[src/rtl/pmt_pkg.sv]
package pmt_pkg;
    localparam int CNT_W = 16;
    localparam int N_DIV = 7;
    localparam int SEL_W = $clog2(N_DIV + 1);

    typedef enum logic {
        MODE_TIMER = 1'b0,
        MODE_CYCLE = 1'b1
    } mode_e;

    typedef struct packed {
        logic             start;
        mode_e            mode;
        logic             meas_fall;
        logic             ext_fall;
        logic [SEL_W-1:0] clk_sel;
    } ctrl_t;

    localparam logic [1:0] ADDR_CNT  = 2'd0;
    localparam logic [1:0] ADDR_CTRL = 2'd1;
    localparam logic [1:0] ADDR_STAT = 2'd2;
endpackage

[src/rtl/pmt_prescaler.sv]
module pmt_prescaler #(
    parameter int N_DIV = 7
) (
    input  logic             clk,
    input  logic             rst_n,
    output logic [N_DIV-1:0] div_tick
);
    localparam int PRE_W = (N_DIV > 1) ? N_DIV - 1 : 1;

    logic [PRE_W-1:0] pre_d, pre_q;

    always_comb begin
        pre_d = pre_q + 1'b1;
    end

    always_ff @(posedge clk) begin
        if (!rst_n) pre_q <= '0;
        else        pre_q <= pre_d;
    end

    // divide by 2**k: pulse when the low k prescaler bits are all ones
    for (genvar k = 0; k < N_DIV; k++) begin : g_tick
        if (k == 0) begin : g_div1
            assign div_tick[k] = 1'b1;
        end else begin : g_divn
            assign div_tick[k] = &pre_q[k-1:0];
        end
    end

    if (N_DIV > 1) begin : g_chk
        p_div2_alternates_r2 : assert property (@(posedge clk) disable iff (!rst_n)
            div_tick[1] |=> !div_tick[1]);
    end
endmodule

[src/rtl/pmt_edge_sync.sv]
module pmt_edge_sync (
    input  logic clk,
    input  logic rst_n,
    input  logic async_in,
    output logic rise,
    output logic fall
);
    typedef struct packed {
        logic [1:0] sync;
        logic       prev;
    } es_t;

    es_t es_d, es_q;

    always_comb begin
        es_d      = es_q;
        es_d.sync = {es_q.sync[0], async_in};
        es_d.prev = es_q.sync[1];
    end

    always_ff @(posedge clk) begin
        if (!rst_n) es_q <= '0;
        else        es_q <= es_d;
    end

    assign rise = es_q.sync[1] & ~es_q.prev;
    assign fall = ~es_q.sync[1] & es_q.prev;

    p_edge_exclusive_r3 : assert property (@(posedge clk) disable iff (!rst_n)
        !(rise && fall));
    p_rise_one_cycle_r3 : assert property (@(posedge clk) disable iff (!rst_n)
        rise |=> !rise);
endmodule

[src/rtl/pmt_count_core.sv]
module pmt_count_core
    import pmt_pkg::*;
#(
    parameter int W = 16
) (
    input  logic         clk,
    input  logic         rst_n,
    input  mode_e        mode,
    input  logic         start,
    input  logic         tick,
    input  logic         meas_edge,
    input  logic         stop_clr,
    input  logic         wr_full,
    input  logic         ovf_clr,
    input  logic [W-1:0] wdata,
    output logic [W-1:0] cnt,
    output logic         ovf
);
    typedef struct packed {
        logic [W-1:0] cnt;
        logic         ovf;
    } core_t;

    core_t st_d, st_q;
    logic  wrap;

    always_comb begin
        st_d = st_q;
        wrap = 1'b0;
        if (mode == MODE_TIMER) begin
            if (wr_full) begin
                st_d.cnt = wdata;
            end else if (stop_clr) begin
                st_d.cnt = '0;
            end else if (start && tick) begin
                st_d.cnt = st_q.cnt + 1'b1;
                wrap     = &st_q.cnt;
            end
        end else begin
            if (start && meas_edge) begin
                st_d.cnt = '0;
            end else if (start && tick) begin
                st_d.cnt = st_q.cnt + 1'b1;
                wrap     = &st_q.cnt;
            end
        end
        if (ovf_clr) st_d.ovf = 1'b0;
        if (wrap)    st_d.ovf = 1'b1;
    end

    always_ff @(posedge clk) begin
        if (!rst_n) st_q <= '0;
        else        st_q <= st_d;
    end

    assign cnt = st_q.cnt;
    assign ovf = st_q.ovf;

    p_timer_load_r6 : assert property (@(posedge clk) disable iff (!rst_n)
        (mode == MODE_TIMER && wr_full) |=> cnt == $past(wdata));
    p_cycle_locked_r8 : assert property (@(posedge clk) disable iff (!rst_n)
        (mode == MODE_CYCLE && wr_full && !tick && !meas_edge) |=> $stable(cnt));
    p_stop_clears_r5 : assert property (@(posedge clk) disable iff (!rst_n)
        (mode == MODE_TIMER && stop_clr && !wr_full) |=> cnt == '0);
    p_meas_clears_r7 : assert property (@(posedge clk) disable iff (!rst_n)
        (mode == MODE_CYCLE && start && meas_edge) |=> cnt == '0);
    p_wrap_sets_r4 : assert property (@(posedge clk) disable iff (!rst_n)
        (start && tick && (&cnt) && !stop_clr && !meas_edge && !wr_full) |=> ovf);
    p_ovf_sticky_r4 : assert property (@(posedge clk) disable iff (!rst_n)
        (ovf && !ovf_clr) |=> ovf);
endmodule

[src/rtl/pmt_timer_counter.sv]
module pmt_timer_counter
    import pmt_pkg::*;
(
    input  logic        clk,
    input  logic        rst_n,
    input  logic        ext_clk_in,
    input  logic        meas_in,
    input  logic        bus_wr,
    input  logic [1:0]  bus_addr,
    input  logic [1:0]  bus_be,
    input  logic [15:0] bus_wdata,
    output logic [15:0] bus_rdata,
    output logic [15:0] cnt_o,
    output logic        ovf_o
);
    localparam int SRC_N  = N_DIV + 1;
    localparam int CTRL_W = $bits(ctrl_t);

    typedef struct packed {
        ctrl_t ctrl;
    } top_t;

    top_t             top_d, top_q;
    logic [N_DIV-1:0] div_tick;
    logic [SRC_N-1:0] src_vec;
    logic             ext_rise, ext_fall, meas_rise, meas_fall;
    logic             ext_tick, meas_edge, tick;
    logic             wr_ctrl, wr_full, stop_clr, ovf_clr;
    ctrl_t            ctrl_new;

    assign wr_ctrl  = bus_wr && (bus_addr == ADDR_CTRL) && bus_be[0];
    assign wr_full  = bus_wr && (bus_addr == ADDR_CNT) && (bus_be == 2'b11);
    assign ovf_clr  = bus_wr && (bus_addr == ADDR_STAT) && bus_be[0] && !bus_wdata[0];
    assign ctrl_new = ctrl_t'(bus_wdata[CTRL_W-1:0]);
    assign stop_clr = wr_ctrl && !ctrl_new.start && top_q.ctrl.start
                      && (top_q.ctrl.mode == MODE_TIMER);

    always_comb begin
        top_d = top_q;
        if (wr_ctrl) top_d.ctrl = ctrl_new;
    end

    always_ff @(posedge clk) begin
        if (!rst_n) top_q <= '0;
        else        top_q <= top_d;
    end

    pmt_prescaler #(.N_DIV(N_DIV)) u_pre (
        .clk      (clk),
        .rst_n    (rst_n),
        .div_tick (div_tick)
    );

    pmt_edge_sync u_ext (
        .clk      (clk),
        .rst_n    (rst_n),
        .async_in (ext_clk_in),
        .rise     (ext_rise),
        .fall     (ext_fall)
    );

    pmt_edge_sync u_meas (
        .clk      (clk),
        .rst_n    (rst_n),
        .async_in (meas_in),
        .rise     (meas_rise),
        .fall     (meas_fall)
    );

    assign ext_tick  = top_q.ctrl.ext_fall  ? ext_fall  : ext_rise;
    assign meas_edge = top_q.ctrl.meas_fall ? meas_fall : meas_rise;
    assign src_vec   = {ext_tick, div_tick};
    assign tick      = src_vec[top_q.ctrl.clk_sel];

    pmt_count_core #(.W(CNT_W)) u_core (
        .clk       (clk),
        .rst_n     (rst_n),
        .mode      (top_q.ctrl.mode),
        .start     (top_q.ctrl.start),
        .tick      (tick),
        .meas_edge (meas_edge),
        .stop_clr  (stop_clr),
        .wr_full   (wr_full),
        .ovf_clr   (ovf_clr),
        .wdata     (bus_wdata),
        .cnt       (cnt_o),
        .ovf       (ovf_o)
    );

    always_comb begin
        bus_rdata = '0;
        case (bus_addr)
            ADDR_CNT:  bus_rdata = cnt_o;
            ADDR_CTRL: bus_rdata[CTRL_W-1:0] = top_q.ctrl;
            ADDR_STAT: bus_rdata[0] = ovf_o;
            default:   bus_rdata = '0;
        endcase
    end

    p_partial_ignored_r9 : assert property (@(posedge clk) disable iff (!rst_n)
        (bus_wr && bus_addr == ADDR_CNT && bus_be != 2'b11 && !top_q.ctrl.start)
        |=> $stable(cnt_o));
endmodule

[config.mk]
export PLATFORM = sky130hd
export DESIGN_NAME = pmt_timer_counter
export DESIGN_NICKNAME = d
export VERILOG_FILES = /design/src/rtl/pmt_pkg.sv /design/src/rtl/pmt_prescaler.sv /design/src/rtl/pmt_edge_sync.sv /design/src/rtl/pmt_count_core.sv /design/src/rtl/pmt_timer_counter.sv
export SDC_FILE = /design/constraint.sdc
export NUM_CORES = 1
export LEC_CHECK = 0
export CAP_MARGIN = 5
export CORE_ASPECT_RATIO = 0.75
export CORE_MARGIN = 5
export CORE_UTILIZATION = 44
export CTS_CLUSTER_DIAMETER = 100
export DETAILED_ROUTE_END_ITERATION = 8
export DONT_BUFFER_PORTS = 1
export HOLD_SLACK_MARGIN = 0.1
export PLACE_DENSITY = 0.62
export REMOVE_ABC_BUFFERS = 1
export SKIP_LAST_GASP = 1
export SYNTH_ARGS = -nofsm -noshare
export SYNTH_HDL_FRONTEND = slang
export SYNTH_HIERARCHICAL = 1
export SYNTH_SLANG_ARGS = --single-unit
[constraint.sdc]
create_clock -name clk -period 3.15 [get_ports clk]
set_input_delay 0.4725 -clock clk [delete_from_list [all_inputs] [get_ports clk]]
set_output_delay 0.4725 -clock clk [all_outputs]
set_load 0.01 [all_outputs]
==> After elaboration in Yosys (flattened, before gate mapping) <==
Cells that the tools add are included.
{ "word_totals": {"regBits": 36, "in_bits": 25, "output_inout_bits": 33, "elab_cells": 68} }
{ "op_classes": {"addsub": 2, "n_lt_le_gt_ge": 1, "eq_ne": 3, "mux": 19, "n_bitwise": 9, "reduce_logical": 22} }
{ "op_table": {"columns": ["cell", "count"], "rows": [
  ["16-bit 2-to-1 mux", 5],
  ["16-bit by 1-bit adder with 16-bit output (second input constant)", 1],
  ["16-bit AND reduction", 1],
  ["1-bit logical AND", 12],
  ["6-bit one-hot mux with 2 select lines", 1],
  ["1-bit 2-to-1 mux", 10],
  ["9-bit 2-to-1 mux", 1],
  ["6-bit by 1-bit adder with 6-bit output (second input constant)", 1],
  ["6-bit AND reduction", 1],
  ["1-bit NOT", 5],
  ["5-bit AND reduction", 1],
  ["1-bit bitwise AND", 4],
  ["2-bit equality test (second input constant)", 2],
  ["3-bit by 4-bit less-than comparator with 1-bit output (second input constant)", 1],
  ["4-bit AND reduction", 1],
  ["1-bit binary-select mux with 3-bit select", 1],
  ["1-bit one-hot mux with 3 select lines", 1],
  ["3-bit AND reduction", 1],
  ["2-bit by 1-bit equality test with 1-bit output (second input constant)", 1],
  ["1-bit zero test", 2],
  ["2-bit zero test", 1],
  ["2-bit AND reduction", 1],
  ["2-bit nonzero test", 1]
]} }

==> Logic depth before layout (Yosys ltp) <==
{ "logic_depth": {"depth_word": 11, "depth_mapped": 10} }

==> Cells and area by module <==
The synthesis kept the hierarchy.
{ "by_module_without_submodules": {"columns": ["module", "instances", "cells_each", "area_per_inst_um2", "seq_area_each_um2"], "rows": [
  ["pmt_count_core", 1, 114, 933.4, 340.3],
  ["pmt_timer_counter", 1, 62, 549.3, 140.1],
  ["pmt_prescaler", 1, 26, 262.8, 120.1],
  ["pmt_edge_sync", 2, 8, 91.3, 60.1]
]} }

==> Worst setup path after synthesis <==
OpenSTA, ideal clock, no wires.
{ "synth_path": {"path_kind": "register to register", "startpoint": "register u_pre.pre_q[0]", "endpoint": "register u_core.st_q, in the netlist u_core/cnt[13]", "setup_ns": 0.122, "t_arrival_ns": 2.253, "path_slack_ns": 0.775, "path_stages_with_launch": 11, "n_path_buf": 0, "synth_period_minus_slack_ns": 2.375, "cell_sequence": "dfxtp_1 -> ha_1 -> and3_2 -> ha_1 -> mux2i_1 -> o21ai_0 -> o22a_1 -> nand4_2 -> or2_4 -> o311a_1 -> a221o_1"} }
{ "synth_via": {"elab_chain_cells": 8, "elab_cells_between_ends": 13, "classes_between": "mux (7); reduce/logical (6)"} }
{ "synth_rtl": {"columns": ["element", "line_no", "source"], "rows": [
  ["start, declared", "pmt_prescaler.sv:10", "logic [PRE_W-1:0] pre_d, pre_q;"],
  ["start signal, assigned", "pmt_prescaler.sv:18", "else pre_q <= pre_d;"],
  ["2-bit AND reduction (*)", "pmt_prescaler.sv:26", "assign div_tick[k] = &pre_q[k-1:0];"],
  ["named net div_tick[2]", "pmt_timer_counter.sv:24", "logic [N_DIV-1:0] div_tick;"],
  ["1-bit binary-select mux with 3-bit select (*)", "pmt_timer_counter.sv:73", "assign tick = src_vec[top_q.ctrl.clk_sel];"],
  ["1-bit 2-to-1 mux (not written as such) (*)", "pmt_timer_counter.sv:73", null],
  ["named net tick", "pmt_timer_counter.sv:27", "logic ext_tick, meas_edge, tick;"],
  ["1-bit logical AND (*)", "pmt_count_core.sv:35, pmt_count_core.sv:42", null],
  ["16-bit 2-to-1 mux (*)", null, null],
  ["16-bit 2-to-1 mux (2 in series)", null, null],
  ["16-bit 2-to-1 mux (*)", null, null],
  ["end signal, assigned", "pmt_count_core.sv:53", "else st_q <= st_d;"],
  ["end, declared", "pmt_count_core.sv:24", "core_t st_d, st_q;"]
]} }
The timed path passes the listed nets; every way through them passes the cells marked *. The select of a mux whose other input is x is not followed.
A chain may end at the register's enable or synchronous reset.

==> Worst setup path after layout <==
Ends and elaborated chain as after synthesis.

==> key figures <==
Power and ir drop
  • Power Dens Cells: 469.7 mW/mm2
  • Leak: 0.7905 nW
  • VDD IR max: 0.0003039 V

Global routing
  • Largest net degree at the start of global routing: 23
  • GRT overflow: 0
  • Initial antenna violation count: 0
  • GRT Util Overall: 16.57%
  • First-pass GRT wire length: 7465 um
  • Vias in the first global route: 1381

Clock tree
  • CTS resizes: 0
  • CTS max path bufs: 2
  • Setup bufs post-CTS: 0
  • Number of CTS-inserted buffers: 5
  • Hold buffers post-CTS: 0
  • CTS root buffer: clkbuf_8
  • CTS tree: built
  • Worst-Skew Late Latency: 0.28 ns
  • Clock-pin slew on the worst setup and hold paths: 0.08 ns
  • Clock sinks: 36
  • CTS H-tree depth: 2

Timing
  • Relative slew slack: 62.11%
  • Slew at the pin with the worst max-slew slack: 0.5683 ns
  • Final Max Slew Viols: 0
  • Final cycle utilization of the critical path: 81.71%
  • Highest clock rate: 388.5 MHz
  • RSZ-0062 raised after global routing: false
  • Post-layout min period: 2.574 ns
  • Final TNS setup: 0 ns
  • Setup Skew: 0.006079 ns
  • # setup viols final: 0
  • Hold Fails Final Rpt: 0

Die
  • Horiz. Die Dim: 86.44 um
  • Core Region: 0.004154 mm2
  • Die height: 67.33 um
  • Initial Util: 46.42%
  • Rows: 20
  • IO Pins: 58
  • DIE AREA: 0.005820 mm2

Setup path
  • CP top delay family: compound AO/OA/AOI/OAI gates
  • CP endpoint kind: flop
  • Critical path, cell by cell: ha_1, and3_2, and3_1, o21ai_0, a21oi_1, o22a_1, nand4_2, or2_4, o311a_1, a221o_1
  • CP peak stage delay: 0.40 ns
  • CP max-delay cell: dfxtp_1
  • CP max FO: 5
  • Worst Path Arrival: 2.74 ns
  • Crit path buf inv count: 0
  • Worst path required time: 3.32 ns
  • Crit start category: flop
  • Crit path kind: flop to flop

Drt
  • Via count: 1589
  • First-pass iteration count of the detailed router: 4
  • Avg WL per Cell: 17.50 um
  • Post-DRT Antenna Nets: 0
  • Final wirelength: 4831 um
  • 1st-iter DRT viols: 79
  • Vias per inst: 5.757
  • DRC Markers: 0

Synth
  • Cell area after synthesis: 0.001928 mm2
  • FFs w/ async S/R, synth: 0%
  • Seq/Total Area, Yosys: 37.38%
  • Avg Cell Area, Syn: 8.844 um2
  • Post-synth top area cell: dfxtp_1
  • Ys flop type: dfxtp_1
  • Number of synthesized flops with an enable pin: 0
  • Synth Warn #: 6
  • Post-synthesis cell count: 218
  • Synth top area cells: dfxtp_1 (37%), mux2i_1 (8.3%), and2_1 (6.5%), xnor2_1 (5.0%), nor2b_1 (4.2%)
  • Register bit count reported by yosys: 36
  • Netlist cell types: 43
  • Top-area cell type share of the netlist area: 37.38%

Place
  • Port buffer count: 0
  • Routability cong.: 0.8364
  • Placed cell count: 268
  • Post-DP HPWL: 3603 um

Final layout
  • Nets@finish: 249
  • Most common cell after layout, fill and taps aside: dfxtp_1
  • Synthesis-to-finish area growth: 9.020%
  • Most frequent cells in the layout: dfxtp_1 (36), and2_1 (20), nand2_1 (17), mux2i_1 (16), o21ai_0 (14)
  • Final cell count without fillers: 276
  • Antenna diode count: 0
  • Share of post-route cells with drive strength above 1: 8.597%
  • Fin util: 50.60%
  • Fill count: 402

Min path
  • Hold Crit Class: input port to flop

Job
  • Max-cap check violation count: 0

Run status
  • Outcome: complete, no violations
[through the flow]
stage / area [um2] / power [W] / worst slack [ns] / hold WS [ns]
after floorplan: 1892 / 0.0005394 / 0.7811 / 0.4118
after global placement: 1976 / 0.0005556 / 0.6815 / 0.4165
after detailed placement: 1976 / 0.0005560 / 0.5842 / 0.4227
after CTS: 2102 / 0.0009912 / 0.5707 / 0.2975
after global routing: 2102 / 0.001025 / 0.3671 / 0.2893
final: 2102 / 0.0009873 / 0.5761 / 0.2994
[cell families after synthesis]
family                   Yosys count  synth area share (%)
other                              1                0.1945
AO/OA/AOI/OAI                     31                 10.71
adder cells (fa/ha/maj)            4                 2.596
multiplexers                      19                 10.64
XOR/XNOR                          13                 5.905
buffers and inverters             10                 2.466
flip-flops                        36                 37.38
AND/OR/NAND/NOR                  104                 30.11
[sequential cells by signal (all words and copies together), names as in the netlist]
register,cells
u_ext/es_q,1
u_ext/es_d,2
u_core/cnt,16
u_meas/es_q,1
u_pre/pre_q,6
top_q,7
u_core/ovf,1
u_meas/es_d,2
[per-layer routing]
| metal | track usage, % | vias up | part of all wire (%) | wire (um) |
|---|---|---|---|---|
| li1 | - | 781 | - | - |
| met1 | 24.19 | 750 | 51 | 2450 |
| met2 | 22.04 | 56 | 39 | 1881 |
| met3 | 7.317 | 2 | 9.9 | 477 |
| met4 | 3.502 | 0 | 0.43 | 21 |
| met5 | 0 | - | 0 | 0 |
[worst paths after layout]
check	start	slack [ns]	cells after the start	endpoint
setup reg to reg	u_pre/pre_q[0]$_SDFF_PN0_	0.58	10	u_core/cnt[13]$_SDFF_PN0_
hold / removal	bus_wdata[10]	0.30	2	u_core/cnt[10]$_SDFF_PN0_
setup / recovery	u_pre/pre_q[0]$_SDFF_PN0_	0.58	10	u_core/cnt[13]$_SDFF_PN0_
hold reg to reg	u_meas/es_d[2]$_SDFF_PN0_	0.44	1	u_meas/es_d[0]$_SDFF_PN0_
[area by class of cell]
| type | count | area (um2) | share of cell area [%] |
|---|---|---|---|
| clock inverter | 1 | 30.03 | 1.429 |
| timing repair buffer | 2 | 15.01 | 0.7143 |
| tap | 55 | 68.82 | 3.274 |
| sequential | 36 | 720.7 | 34.29 |
| clock buffer | 7 | 96.34 | 4.583 |
| inverter | 3 | 11.26 | 0.5357 |
| multi-input combinational | 172 | 1160 | 55.18 |
[synth_stat cells (2+ instances only)]
master / n
clkbuf_1: 3
ha_1: 4
xnor2_1: 11
o21ai_0: 14
a21oi_1: 2
nor4_1: 5
xor2_1: 2
nor2b_1: 13
mux2i_1: 16
nand2_1: 17
buf_4: 2
nor2_1: 12
buf_2: 2
nand4b_1: 2
or3_1: 4
and3_2: 2
inv_1: 3
mux2_2: 2
dfxtp_1: 36
a32oi_1: 3
nand4_1: 2
nand3b_1: 3
a22oi_1: 3
nand3_1: 13
nor3_1: 5
and2_1: 20
[report_power, final]
| group | leakage [nW] | total (W) | switching, W | internal (W) |
|---|---|---|---|---|
| Combinational | 0.433 | 0.0000534 | 0.0000258 | 0.0000276 |
| Clock | 0.0645 | 0.000442 | 0.000162 | 0.000279 |
| Sequential | 0.293 | 0.000492 | 0.0000222 | 0.000470 |
No activity file was read; power rests on OpenSTA's default activity.
